`config.mk`:
```
export PLATFORM = sky130hd
export DESIGN_NAME = gate_pulse_seq
export DESIGN_NICKNAME = d
export VERILOG_FILES = /design/src/rtl/gate_seq_pkg.sv /design/src/rtl/gate_tick_gen.sv /design/src/rtl/gate_equal_seq.sv /design/src/rtl/gate_sine_seq.sv /design/src/rtl/gate_leg_guard.sv /design/src/rtl/gate_pulse_seq.sv
export SDC_FILE = /design/constraint.sdc
export NUM_CORES = 1
export LEC_CHECK = 0
export BUFFER_PORTS_ARGS = -buffer_cell sky130_fd_sc_hd__buf_2
export CORE_MARGIN = 8
export CORE_UTILIZATION = 50
export DETAILED_ROUTE_END_ITERATION = 10
export PLACE_DENSITY = 0.66
export SYNTH_ARGS = -nofsm -noshare
export SYNTH_HDL_FRONTEND = slang
export SYNTH_SLANG_ARGS = --single-unit
```
`constraint.sdc`:
```
create_clock -name clk -period 23.6 [get_ports clk]
set_input_delay 5.9 -clock clk [delete_from_list [all_inputs] [get_ports clk]]
set_output_delay 5.9 -clock clk [all_outputs]
set_load 0.01 [all_outputs]
```
`src/rtl/gate_seq_pkg.sv`:
```
package gate_seq_pkg;

    localparam int N_SLOTS    = 10;
    localparam int HALF_SLOTS = N_SLOTS / 2;
    localparam int EQ_BURST   = 20;
    localparam int PERMILLE   = 1000;

    typedef enum logic {
        MODE_EQUAL = 1'b0,
        MODE_SINE  = 1'b1
    } seq_mode_e;

    typedef enum logic {
        PAIR_A = 1'b0,   // S1/S2
        PAIR_B = 1'b1    // S3/S4
    } pair_e;

    typedef struct packed {
        logic s4;
        logic s3;
        logic s2;
        logic s1;
    } gates_t;

    // First half of the symmetric width table, in thousandths of a slot
    function automatic int half_width_pm(input int k);
        case (k)
            0:       return 216;
            1:       return 412;
            2:       return 566;
            3:       return 665;
            default: return 700;
        endcase
    endfunction

    // Width of slot 'slot' in ticks; second half mirrors the first
    function automatic int slot_on_ticks(input int slot, input int slot_ticks);
        int k;
        k = (slot < HALF_SLOTS) ? slot : (N_SLOTS - 1 - slot);
        return (half_width_pm(k) * slot_ticks) / PERMILLE;
    endfunction

    function automatic gates_t pair_gates(input pair_e p, input logic lvl);
        gates_t g;
        g    = '0;
        g.s1 = (p == PAIR_A) & lvl;
        g.s2 = (p == PAIR_A) & lvl;
        g.s3 = (p == PAIR_B) & lvl;
        g.s4 = (p == PAIR_B) & lvl;
        return g;
    endfunction

endpackage

```
`src/rtl/gate_tick_gen.sv`:
```
module gate_tick_gen #(
    parameter int DIV = 50
) (
    input  logic clk,
    input  logic rst,
    output logic tick_o
);
    localparam int CW = (DIV > 1) ? $clog2(DIV) : 1;

    logic [CW-1:0] cnt_q;

    assign tick_o = (cnt_q == CW'(DIV - 1));

    always_ff @(posedge clk) begin
        if (rst) begin
            cnt_q <= '0;
        end else if (tick_o) begin
            cnt_q <= '0;
        end else begin
            cnt_q <= cnt_q + CW'(1);
        end
    end
endmodule

```
`src/rtl/gate_equal_seq.sv`:
```
module gate_equal_seq
    import gate_seq_pkg::*;
#(
    parameter int DELAY_TICKS = 20,
    parameter int BURST       = EQ_BURST
) (
    input  logic   clk,
    input  logic   rst,
    input  logic   step,
    output gates_t raw_o,
    output logic   last_o
);
    localparam int DW = $clog2(DELAY_TICKS + 1);
    localparam int BW = $clog2(BURST + 1);

    pair_e         pair_q;
    logic          lvl_q;
    logic [DW-1:0] dly_q;
    logic [BW-1:0] left_q;

    logic dly_done;
    logic burst_done;

    assign dly_done   = (dly_q == DW'(1));
    assign burst_done = (left_q == BW'(1));
    assign last_o     = dly_done & burst_done;
    assign raw_o      = pair_gates(pair_q, lvl_q);

    always_ff @(posedge clk) begin
        if (rst) begin
            pair_q <= PAIR_A;
            lvl_q  <= 1'b1;
            dly_q  <= DW'(DELAY_TICKS);
            left_q <= BW'(BURST);
        end else if (step) begin
            if (!dly_done) begin
                dly_q <= dly_q - DW'(1);
            end else begin
                dly_q <= DW'(DELAY_TICKS);
                if (burst_done) begin
                    left_q <= BW'(BURST);
                    pair_q <= (pair_q == PAIR_A) ? PAIR_B : PAIR_A;
                    lvl_q  <= 1'b1;
                end else begin
                    left_q <= left_q - BW'(1);
                    lvl_q  <= ~lvl_q;
                end
            end
        end
    end
endmodule

```
`src/rtl/gate_sine_seq.sv`:
```
module gate_sine_seq
    import gate_seq_pkg::*;
#(
    parameter int SLOT_TICKS = 1000
) (
    input  logic   clk,
    input  logic   rst,
    input  logic   step,
    input  logic   pair_sel_i,
    output gates_t raw_o,
    output logic   last_o
);
    localparam int OW = $clog2(SLOT_TICKS);
    localparam int SW = $clog2(N_SLOTS);

    pair_e         pair_q;
    logic [SW-1:0] slot_q;
    logic [OW-1:0] off_q;

    logic   slot_end;
    logic   seq_end;
    logic   on_phase;
    gates_t on_g;

    assign slot_end = (off_q == OW'(SLOT_TICKS - 1));
    assign seq_end  = (slot_q == SW'(N_SLOTS - 1));
    assign last_o   = slot_end & seq_end;
    assign on_phase = int'(off_q) < slot_on_ticks(int'(slot_q), SLOT_TICKS);
    assign on_g     = pair_gates(pair_q, 1'b1);

    // On-time: selected pair only. Remainder: S3/S4 complemented.
    always_comb begin
        raw_o = on_g;
        if (!on_phase) begin
            raw_o.s3 = ~on_g.s3;
            raw_o.s4 = ~on_g.s4;
            raw_o.s1 = on_g.s1 & ~on_g.s1;
            raw_o.s2 = on_g.s2 & ~on_g.s2;
            if (pair_q == PAIR_A) begin
                raw_o.s1 = 1'b1;
                raw_o.s2 = 1'b1;
            end
        end
    end

    always_ff @(posedge clk) begin
        if (rst) begin
            pair_q <= pair_e'(pair_sel_i);
            slot_q <= '0;
            off_q  <= '0;
        end else if (step) begin
            if (!slot_end) begin
                off_q <= off_q + OW'(1);
            end else begin
                off_q <= '0;
                if (seq_end) begin
                    slot_q <= '0;
                    pair_q <= pair_e'(pair_sel_i);
                end else begin
                    slot_q <= slot_q + SW'(1);
                end
            end
        end
    end
endmodule

```
`src/rtl/gate_leg_guard.sv`:
```
module gate_leg_guard
    import gate_seq_pkg::*;
(
    input  gates_t raw_i,
    output gates_t safe_o
);
    localparam int N_LEGS = 2;

    logic [3:0]        raw_v;
    logic [N_LEGS-1:0] short_v;

    assign raw_v = raw_i;

    // Leg l: upper switch bit 2*l, lower switch bit 3-2*l
    for (genvar l = 0; l < N_LEGS; l++) begin : g_leg
        assign short_v[l] = raw_v[2*l] & raw_v[3-2*l];
    end

    assign safe_o = (|short_v) ? gates_t'('0) : raw_i;
endmodule

```
`src/rtl/gate_pulse_seq.sv`:
```
module gate_pulse_seq
    import gate_seq_pkg::*;
#(
    parameter int TICK_DIV   = 50,
    parameter int SLOT_TICKS = 1000,
    parameter int EQ_DELAY   = 20
) (
    input  logic       clk,
    input  logic       rst,
    input  logic       mode_i,
    input  logic       pair_sel_i,
    output logic [3:0] gate_o,
    output logic       cycle_end_o
);
    seq_mode_e mode_q;
    logic      tick;
    logic      step_eq;
    logic      step_sn;
    gates_t    raw_eq;
    gates_t    raw_sn;
    gates_t    raw_sel;
    gates_t    safe_g;
    logic      last_eq;
    logic      last_sn;
    logic      last_sel;

    always_ff @(posedge clk) begin
        if (rst) begin
            mode_q <= seq_mode_e'(mode_i);
        end
    end

    gate_tick_gen #(.DIV(TICK_DIV)) u_tick (
        .clk    (clk),
        .rst    (rst),
        .tick_o (tick)
    );

    assign step_eq = tick & (mode_q == MODE_EQUAL);
    assign step_sn = tick & (mode_q == MODE_SINE);

    gate_equal_seq #(.DELAY_TICKS(EQ_DELAY), .BURST(EQ_BURST)) u_equal (
        .clk    (clk),
        .rst    (rst),
        .step   (step_eq),
        .raw_o  (raw_eq),
        .last_o (last_eq)
    );

    gate_sine_seq #(.SLOT_TICKS(SLOT_TICKS)) u_sine (
        .clk        (clk),
        .rst        (rst),
        .step       (step_sn),
        .pair_sel_i (pair_sel_i),
        .raw_o      (raw_sn),
        .last_o     (last_sn)
    );

    assign raw_sel  = (mode_q == MODE_SINE) ? raw_sn  : raw_eq;
    assign last_sel = (mode_q == MODE_SINE) ? last_sn : last_eq;

    gate_leg_guard u_guard (
        .raw_i  (raw_sel),
        .safe_o (safe_g)
    );

    always_ff @(posedge clk) begin
        if (rst) begin
            gate_o      <= '0;
            cycle_end_o <= 1'b0;
        end else begin
            gate_o      <= safe_g;
            cycle_end_o <= tick & last_sel;
        end
    end
endmodule

```
# After elaboration in Yosys (flattened, before gate mapping)
# Index checks and enable logic that the tools add are counted.
dict set report word_totals {
  ff_bits 39
  inputBits 4
  out_inout_bits 5
  word_cells 68
}
dict set report classes {
  n_addsub 6
  mul 1
  div 1
  magnitude_cmp 2
  n_eq_ne 8
  muxes 16
  n_bitwise 13
  n_reduce_logical 10
}
# operator count
set op_table {}
lappend op_table {{32-bit by 2-bit equality test with 1-bit output, second input constant} 2}
lappend op_table {{10-bit one-hot mux with 4 select lines} 1}
lappend op_table {{32-bit by 11-bit divider with 32-bit output, second input constant} 1}
lappend op_table {{32-bit by 1-bit equality test with 1-bit output, second input constant} 1}
lappend op_table {{32-bit zero test} 1}
lappend op_table {{11-bit by 32-bit < comparator with 1-bit output} 1}
lappend op_table {{32-bit two-way mux} 1}
lappend op_table {{10-bit by 7-bit multiplier with 17-bit output, second input constant} 1}
lappend op_table {{4-bit two-way mux} 3}
lappend op_table {{10-bit by 1-bit adder with 10-bit output, second input constant} 1}
lappend op_table {{10-bit equality test, second input constant} 1}
lappend op_table {{5-bit by 1-bit equality test with 1-bit output, second input constant} 2}
lappend op_table {{10-bit two-way mux} 1}
lappend op_table {{5-bit two-way mux} 2}
lappend op_table {{5-bit by 1-bit subtractor with 5-bit output, second input constant} 2}
lappend op_table {{1-bit bitwise AND} 9}
lappend op_table {{1-bit two-way mux} 7}
lappend op_table {{6-bit by 1-bit adder with 6-bit output, second input constant} 1}
lappend op_table {{6-bit equality test, second input constant} 1}
lappend op_table {{3-bit AND reduction} 2}
lappend op_table {{2-bit nonzero test} 3}
lappend op_table {{4-bit by 4-bit subtractor with 5-bit output, first input constant} 1}
lappend op_table {{4-bit by 1-bit adder with 4-bit output, second input constant} 1}
lappend op_table {{4-bit equality test, second input constant} 1}
lappend op_table {{other kinds (6)} 10}

# Logic depth before layout (Yosys ltp)
dict set report depth {
  ltp_word 11
  mapped_depth 52
  mapped_depth_nobuf 49
}

# Modules after synthesis
# Synthesis repeated with hierarchy kept, for this count alone.
dict set report unflattened {
  cells_unflattened 1236
  hier_area_um2 9436.6
}
# mod n_inst cells_each area_per_inst_um2 seq_area_each_um2
set by_module_without_submodules {}
lappend by_module_without_submodules {gate_sine_seq 1 1108 8226.6 310.3}
lappend by_module_without_submodules {gate_equal_seq 1 76 661.9 240.2}
lappend by_module_without_submodules {gate_tick_gen 1 27 255.2 120.1}
lappend by_module_without_submodules {gate_pulse_seq 1 19 250.2 130.1}
lappend by_module_without_submodules {gate_leg_guard 1 6 42.5 0.0}

# Least setup slack after synthesis
# No wires, ideal clock.
dict set report synth_path {
  path_kind {register -> register}
  start {reg u_sine.slot_q[1]}
  end {reg gate_o[1]}
  setup_time_ps 65
  arrival_ps 11134
  required_ps 23535
  slack_ps 12401
  stages_incl_launch_ff 49
  path_buffers 4
  synth_period_minus_slack_ps 11199
  cell_sequence {dfxtp_1 > or2_1 > buf_6 > inv_12 > clkbuf_1 > clkbuf_1 > nand2_1 > nand2_1 > inv_1 > fa_1 > fa_1 > inv_1 > ha_1 > xnor2_1 > fa_1 > ha_1 > nand4_1 > o211ai_4 > [... 13 more ...] > nor3_2 > o311ai_2 > nor3b_1 > a311o_1 > or4_1 > a32oi_1 > a2111oi_2 > ha_1 > o21ai_0 > nand2b_1 > a21oi_1 > o21ai_0 > a21oi_1 > nor2b_1 > o22ai_1 > nand2_1 > o32a_1 > nor2_1}
}
dict set report synth_via {
  elab_chain_cells 11
  word_cells_on_any_way 16
  cone_classes {add/sub: 1; mul: 1; div: 1; order compare: 2; eq/ne: 3; mux: 4; bitwise: 2; reduce/logical: 2}
}
# element line_no
set synth_rtl {}
lappend synth_rtl {{from (decl)} gate_sine_seq.sv:17} ;# logic [SW-1:0] slot_q;
lappend synth_rtl {{from (signal assigned)} gate_sine_seq.sv:60} ;# slot_q <= slot_q + SW'(1);
lappend synth_rtl {{4-bit by 4-bit subtractor with 5-bit output or 4-bit by 3-bit < comparator with 1-bit output (tied branches)} gate_seq_pkg.sv:39} ;# k = (slot < HALF_SLOTS) ? slot : (N_SLOTS - 1 - slot);
lappend synth_rtl {{32-bit two-way mux *} gate_seq_pkg.sv:39}
lappend synth_rtl {{32-bit by 2-bit equality test with 1-bit output (tied with other cells)} gate_seq_pkg.sv:27} ;# case (k)
lappend synth_rtl {{10-bit one-hot mux with 4 select lines *} gate_seq_pkg.sv:27}
lappend synth_rtl {{10-bit by 7-bit multiplier with 17-bit output *} gate_seq_pkg.sv:40} ;# return (half_width_pm(k) * slot_ticks) / PERMILLE;
lappend synth_rtl {{32-bit by 11-bit divider with 32-bit output *} gate_seq_pkg.sv:40}
lappend synth_rtl {{11-bit by 32-bit < comparator with 1-bit output *} gate_sine_seq.sv:28} ;# assign on_phase = int'(off_q) < slot_on_ticks(int'(slot_q), SLOT_TICKS);
lappend synth_rtl {{4-bit two-way mux *} gate_sine_seq.sv:34} ;# if (!on_phase) begin
lappend synth_rtl {{4-bit two-way mux *} gate_pulse_seq.sv:59} ;# assign raw_sel = (mode_q == MODE_SINE) ? raw_sn : raw_eq;
lappend synth_rtl {{1-bit bitwise AND} gate_leg_guard.sv:16} ;# assign short_v[l] = raw_v[2*l] & raw_v[3-2*l];
lappend synth_rtl {{3-bit OR reduction (no line)} -}
lappend synth_rtl {{to (signal assigned)} gate_pulse_seq.sv:72} ;# gate_o <= safe_g;
lappend synth_rtl {{to (decl)} gate_pulse_seq.sv:12} ;# output logic [3:0] gate_o,
# Mark *: on every way between the ends. The rest lies on a longest branch, timed or not.
# A chain may end at the register's enable or synchronous reset.

# Worst setup path after layout
# Same ends and word-level chain as after synthesis.

==> reports/qor.txt <==
TIMING
--------------------------------------------------------------------------------------
Hold Worst Slack                                                              461.0 ps
Minimum period implied by the final worst setup slack                         13190 ps
Worst Max-Slew Pin Slew                                                        1013 ps
Count of final hold-check violations                                                 0
Relative slew slack                                                             32.46%
Crit path setup slack, layout                                                 10410 ps
Fmax                                                                         75.83 MHz
Final critical-path share of the clock period                                   55.88%
Final count of negative-setup-slack endpoints                                        0
Clock skew after layout                                                       9.725 ps
Setup repair after global routing missed its margin                                 no
Max Slew Vio Count                                                                   0
Final TNS setup                                                                   0 ps

MIN PATH
--------------------------------------------------------------------------------------
Class of the worst hold path                                              register to register
Cell depth of the worst hold path                                                    1
Worst hold path startpoint                                                u_tick.cnt_q[0]
Min-Delay Endpoint                                                        u_tick.cnt_q[0]

FLOW RUN
--------------------------------------------------------------------------------------
Maximum Capacitance Violations                                                       0

DRT
--------------------------------------------------------------------------------------
Wire length reported by the detailed router                               15700 microns
Vias after detailed routing                                                       5348
Routed wire length per instance                                           18.32 microns
Initial DRC Count                                                                  558
Antenna viol nets, final                                                             0
Via/cell ratio                                                                   6.240
DRC violation count after routing                                                    0
Number of detailed-routing iterations run before antenna repair                      5

POWER AND IR DROP
--------------------------------------------------------------------------------------
Proportion of total power due to net switching                                  19.73%
Clock share of power                                                             52.5%
Sequential group share of total power                                            45.0%
Internal portion of total power                                            0.0001154 W
Net load switching power                                                  0.00002836 W
Worst VDD drop                                                                90.51 uV
LEAKAGE                                                                       2.532 nW
Logic pwr share                                                                   2.5%
Pwr per Cell Area                                                         23.96 nW/um^2

SYNTHESIS
--------------------------------------------------------------------------------------
Adder-Cell Fraction of Synth Area                                               18.11%
Simple-gate share of the synthesized area                                       24.84%
Warning count from the yosys run                                                     0
Post-synthesis mux area share                                                   3.083%
Post-synth cell types                                                               96
Compound-cell area share of the yosys netlist                                   24.21%
EDFF count, synth                                                                    2
Synthesized Nets                                                                   800
Combinational family with the most area after synthesis                   simple AND/OR/NAND/NOR gates
Most used flip-flop cell after synthesis                                  sky130_fd_sc_hd__dfxtp_1
Post-Synthesis Cells                                                               721
Number of storage elements in the synthesis netlist                                 37
Post-synthesis average cell area                                           7.936 sq um
Post-synthesis async set-or-reset flop share                                        0%
Xor/xnor share of the synthesized area                                          10.56%
Cell area after synthesis                                                   5722 sq um
Proportion of synthesized chip area in sequential cells                         13.30%

GLOBAL ROUTING
--------------------------------------------------------------------------------------
Number of global-route vias before repair                                         5043
First-pass GRT wire length                                                25520 microns
Overflow left after global routing                                                   0
Number of antenna violations at the first check in global routing                    0
Largest net degree at the start of global routing                                   30
All-layer global routing usage                                                  20.74%

CLOCK TREE
--------------------------------------------------------------------------------------
Number of resized instances in the post-cts repair step                              0
CTS tree                                                                          done
Clock buffers created by TritonCTS                                                   5
Setup repair bufs after CTS                                                          0
Maximum level of the CTS H-tree                                                      2
Clock slew at the register clock pins of the worst setup and hold paths          60 ps
Number of buffers between clock root and the deepest sink                            2
Worst-Skew Late Latency                                                         290 ps
CTS root buffer                                                           sky130_fd_sc_hd__clkbuf_16
Number of hold-repair buffers added at the cts stage                                 0
Number of clock sinks                                                               37

FLOORPLANNING
--------------------------------------------------------------------------------------
Effective utilization at floorplan                                              50.76%
Vertical die dimension                                                    123.0 microns
Die width                                                                 123.0 microns
Placeable core area                                                        11270 sq um
Die area                                                                   15120 sq um
I/O pin total                                                                        9
Std-Cell Rows                                                                       39

PLACED DESIGN
--------------------------------------------------------------------------------------
Final GP Congestion                                                             0.9552
Half-perimeter wire length after detailed placement                       12320 microns
Post-place setup slack                                                        10660 ps
Inst Count DP                                                                      849
Number of I/O port buffers                                                           8

FINISH
--------------------------------------------------------------------------------------
Fin cells                                                                          857
Synth-to-layout area growth                                                     4.877%
Layout cell share with drive strength beyond 1                                  8.123%
Ant diodes                                                                           0
Final layout net count                                                             792

WORST SETUP PATH
--------------------------------------------------------------------------------------
Worst reg2reg path depth                                                            47
Worst path max stage delay                                                      800 ps
Combined buffer and inverter count along the critical path                           3
Critical Path Sink Type                                                       register
Reg-to-Reg End                                                               gate_o[1]
R2R setup slack                                                               10410 ps
Largest fanout on the critical path                                                 12
Data required time at the worst endpoint                                      23820 ps
Launch instance of the worst register-to-register path                    u_sine.slot_q[1]
Nature of the critical path startpoint                                        register
Worst Path Class, Setup                                                   register to register
Cell with the largest stage delay on the worst path                       sky130_fd_sc_hd__a21oi_1
Arrival @ worst endpoint                                                      13400 ps
Family with the most delay on the worst path                              compound AO/OA/AOI/OAI gates

OUTCOME
--------------------------------------------------------------------------------------
Result of the run                                                         complete, no violations

[power groups by stage]
stage | Sequential, W | Clock, W | Combinational [W]
floorplan | 0.0000660 | 0 | 0.00000259
global placement | 0.0000660 | 0 | 0.00000352
detailed placement | 0.0000660 | 0 | 0.00000362
CTS | 0.0000647 | 0.0000771 | 0.00000364
global route | 0.0000648 | 0.0000789 | 0.00000399
finish | 0.0000647 | 0.0000755 | 0.00000357
[worst register-to-register path, delay by kind of cell (launching register included)]
| kind | cells | cell delay (ps) |
|---|---|---|
| AO/OA/AOI/OAI | 20 | 5470 |
| adder cells (fa/ha/maj) | 7 | 2540 |
| XOR/XNOR | 3 | 540 |
| multiplexers | 1 | 300 |
| buffers and inverters | 3 | 250 |
| flip-flops | 1 | 560 |
| AND/OR/NAND/NOR | 13 | 3470 |
[cells in the final DEF, fill, tap and decap left out, types with 9 or more instances in the layout]
master,Yosys,routed
sky130_fd_sc_hd__a211oi_1,12,12
sky130_fd_sc_hd__a21oi_1,37,37
sky130_fd_sc_hd__and2_1,10,10
sky130_fd_sc_hd__dfxtp_1,35,35
sky130_fd_sc_hd__fa_1,13,13
sky130_fd_sc_hd__ha_1,62,62
sky130_fd_sc_hd__inv_1,48,48
sky130_fd_sc_hd__nand2_1,56,56
sky130_fd_sc_hd__nand2b_1,20,20
sky130_fd_sc_hd__nand3_1,22,22
sky130_fd_sc_hd__nor2_1,64,64
sky130_fd_sc_hd__nor2b_1,13,13
sky130_fd_sc_hd__nor3_1,19,19
sky130_fd_sc_hd__o211ai_1,10,10
sky130_fd_sc_hd__o21ai_0,21,21
sky130_fd_sc_hd__or2_2,9,9
sky130_fd_sc_hd__xnor2_1,43,43
sky130_fd_sc_hd__xor2_1,19,19
[logic make-up after synthesis]
logic type,Yosys count
adder cells (fa/ha/maj),75
multiplexers,14
AO/OA/AOI/OAI,182
AND/OR/NAND/NOR,272
XOR/XNOR,65
flip-flops,37
buffers and inverters,76
[cells in the mapped netlist, drive strengths merged (11+ instances only)]
library cell	instances	share of area, %
a211oi	15	2.4
a21oi	37	3.2
clkbuf	16	1.0
dfxtp	35	12
fa	13	4.5
ha	62	14
inv	50	3.6
nand2	57	3.8
nand2b	20	2.2
nand3	22	1.9
nor2	65	4.5
nor2b	13	1.4
nor3	21	2.0
o211ai	11	1.7
o21ai	30	2.7
or2	12	1.3
xnor2	43	6.6
xor2	20	3.2
[layout make-up]
cell class	count	area [sq um]
Fill cell	1082	5271
Multi-Input combinational cell	608	4623
Sequential cell	37	760.7
Inverter	50	207.7
Tap cell	143	178.9
Clock buffer	6	128.9
Timing Repair Buffer	11	62.56
Clock inverter	2	38.79
[state kept, by name, summed over array words and instances, names as in the netlist]
name / cells
u_equal.dly_q: 5
u_sine.slot_q: 4
u_equal.left_q: 5
u_tick.cnt_q: 6
u_equal.lvl_q: 1
mode_q: 1
u_sine.off_q: 10
gate_o: 2
cycle_end_o: 1
u_sine.pair_q: 1
u_equal.pair_q: 1
[worst max-delay path by stage]
stage | start | end | slack [ps] | cells after the start
3_5_place_dp | u_sine.slot_q[1] | gate_o[1] | 10660 | 47
2_1_floorplan | u_sine.slot_q[1] | gate_o[1] | 12400 | 48
4_1_cts | u_sine.slot_q[1] | gate_o[1] | 10560 | 47
3_3_place_gp | u_sine.slot_q[1] | gate_o[1] | 10790 | 47
5_1_grt | u_sine.slot_q[0] | gate_o[1] | 9560 | 47
6_report | u_sine.slot_q[1] | gate_o[1] | 10410 | 47
[through the flow]
stage                     util, %   power [W]  area (sq um)
after floorplan                 -  0.00006860          5722
after global placement      51.75  0.00006951          5833
after detailed placement    51.75  0.00006962          5833
after CTS                   53.24   0.0001454          6001
after global routing        53.24   0.0001476          6001
final                       53.24   0.0001438          6001
[per-layer routing]
| layer | up-vias | wire length (microns) | track usage (%) |
|---|---|---|---|
| li1 | 2604 | - | - |
| met1 | 2539 | 7163 | 27.50 |
| met2 | 181 | 7461 | 35.27 |
| met3 | 24 | 753 | 1.826 |
| met4 | 0 | 323 | 5.869 |
| met5 | - | 0 | 0 |
Power figures use the tool's default switching activity.
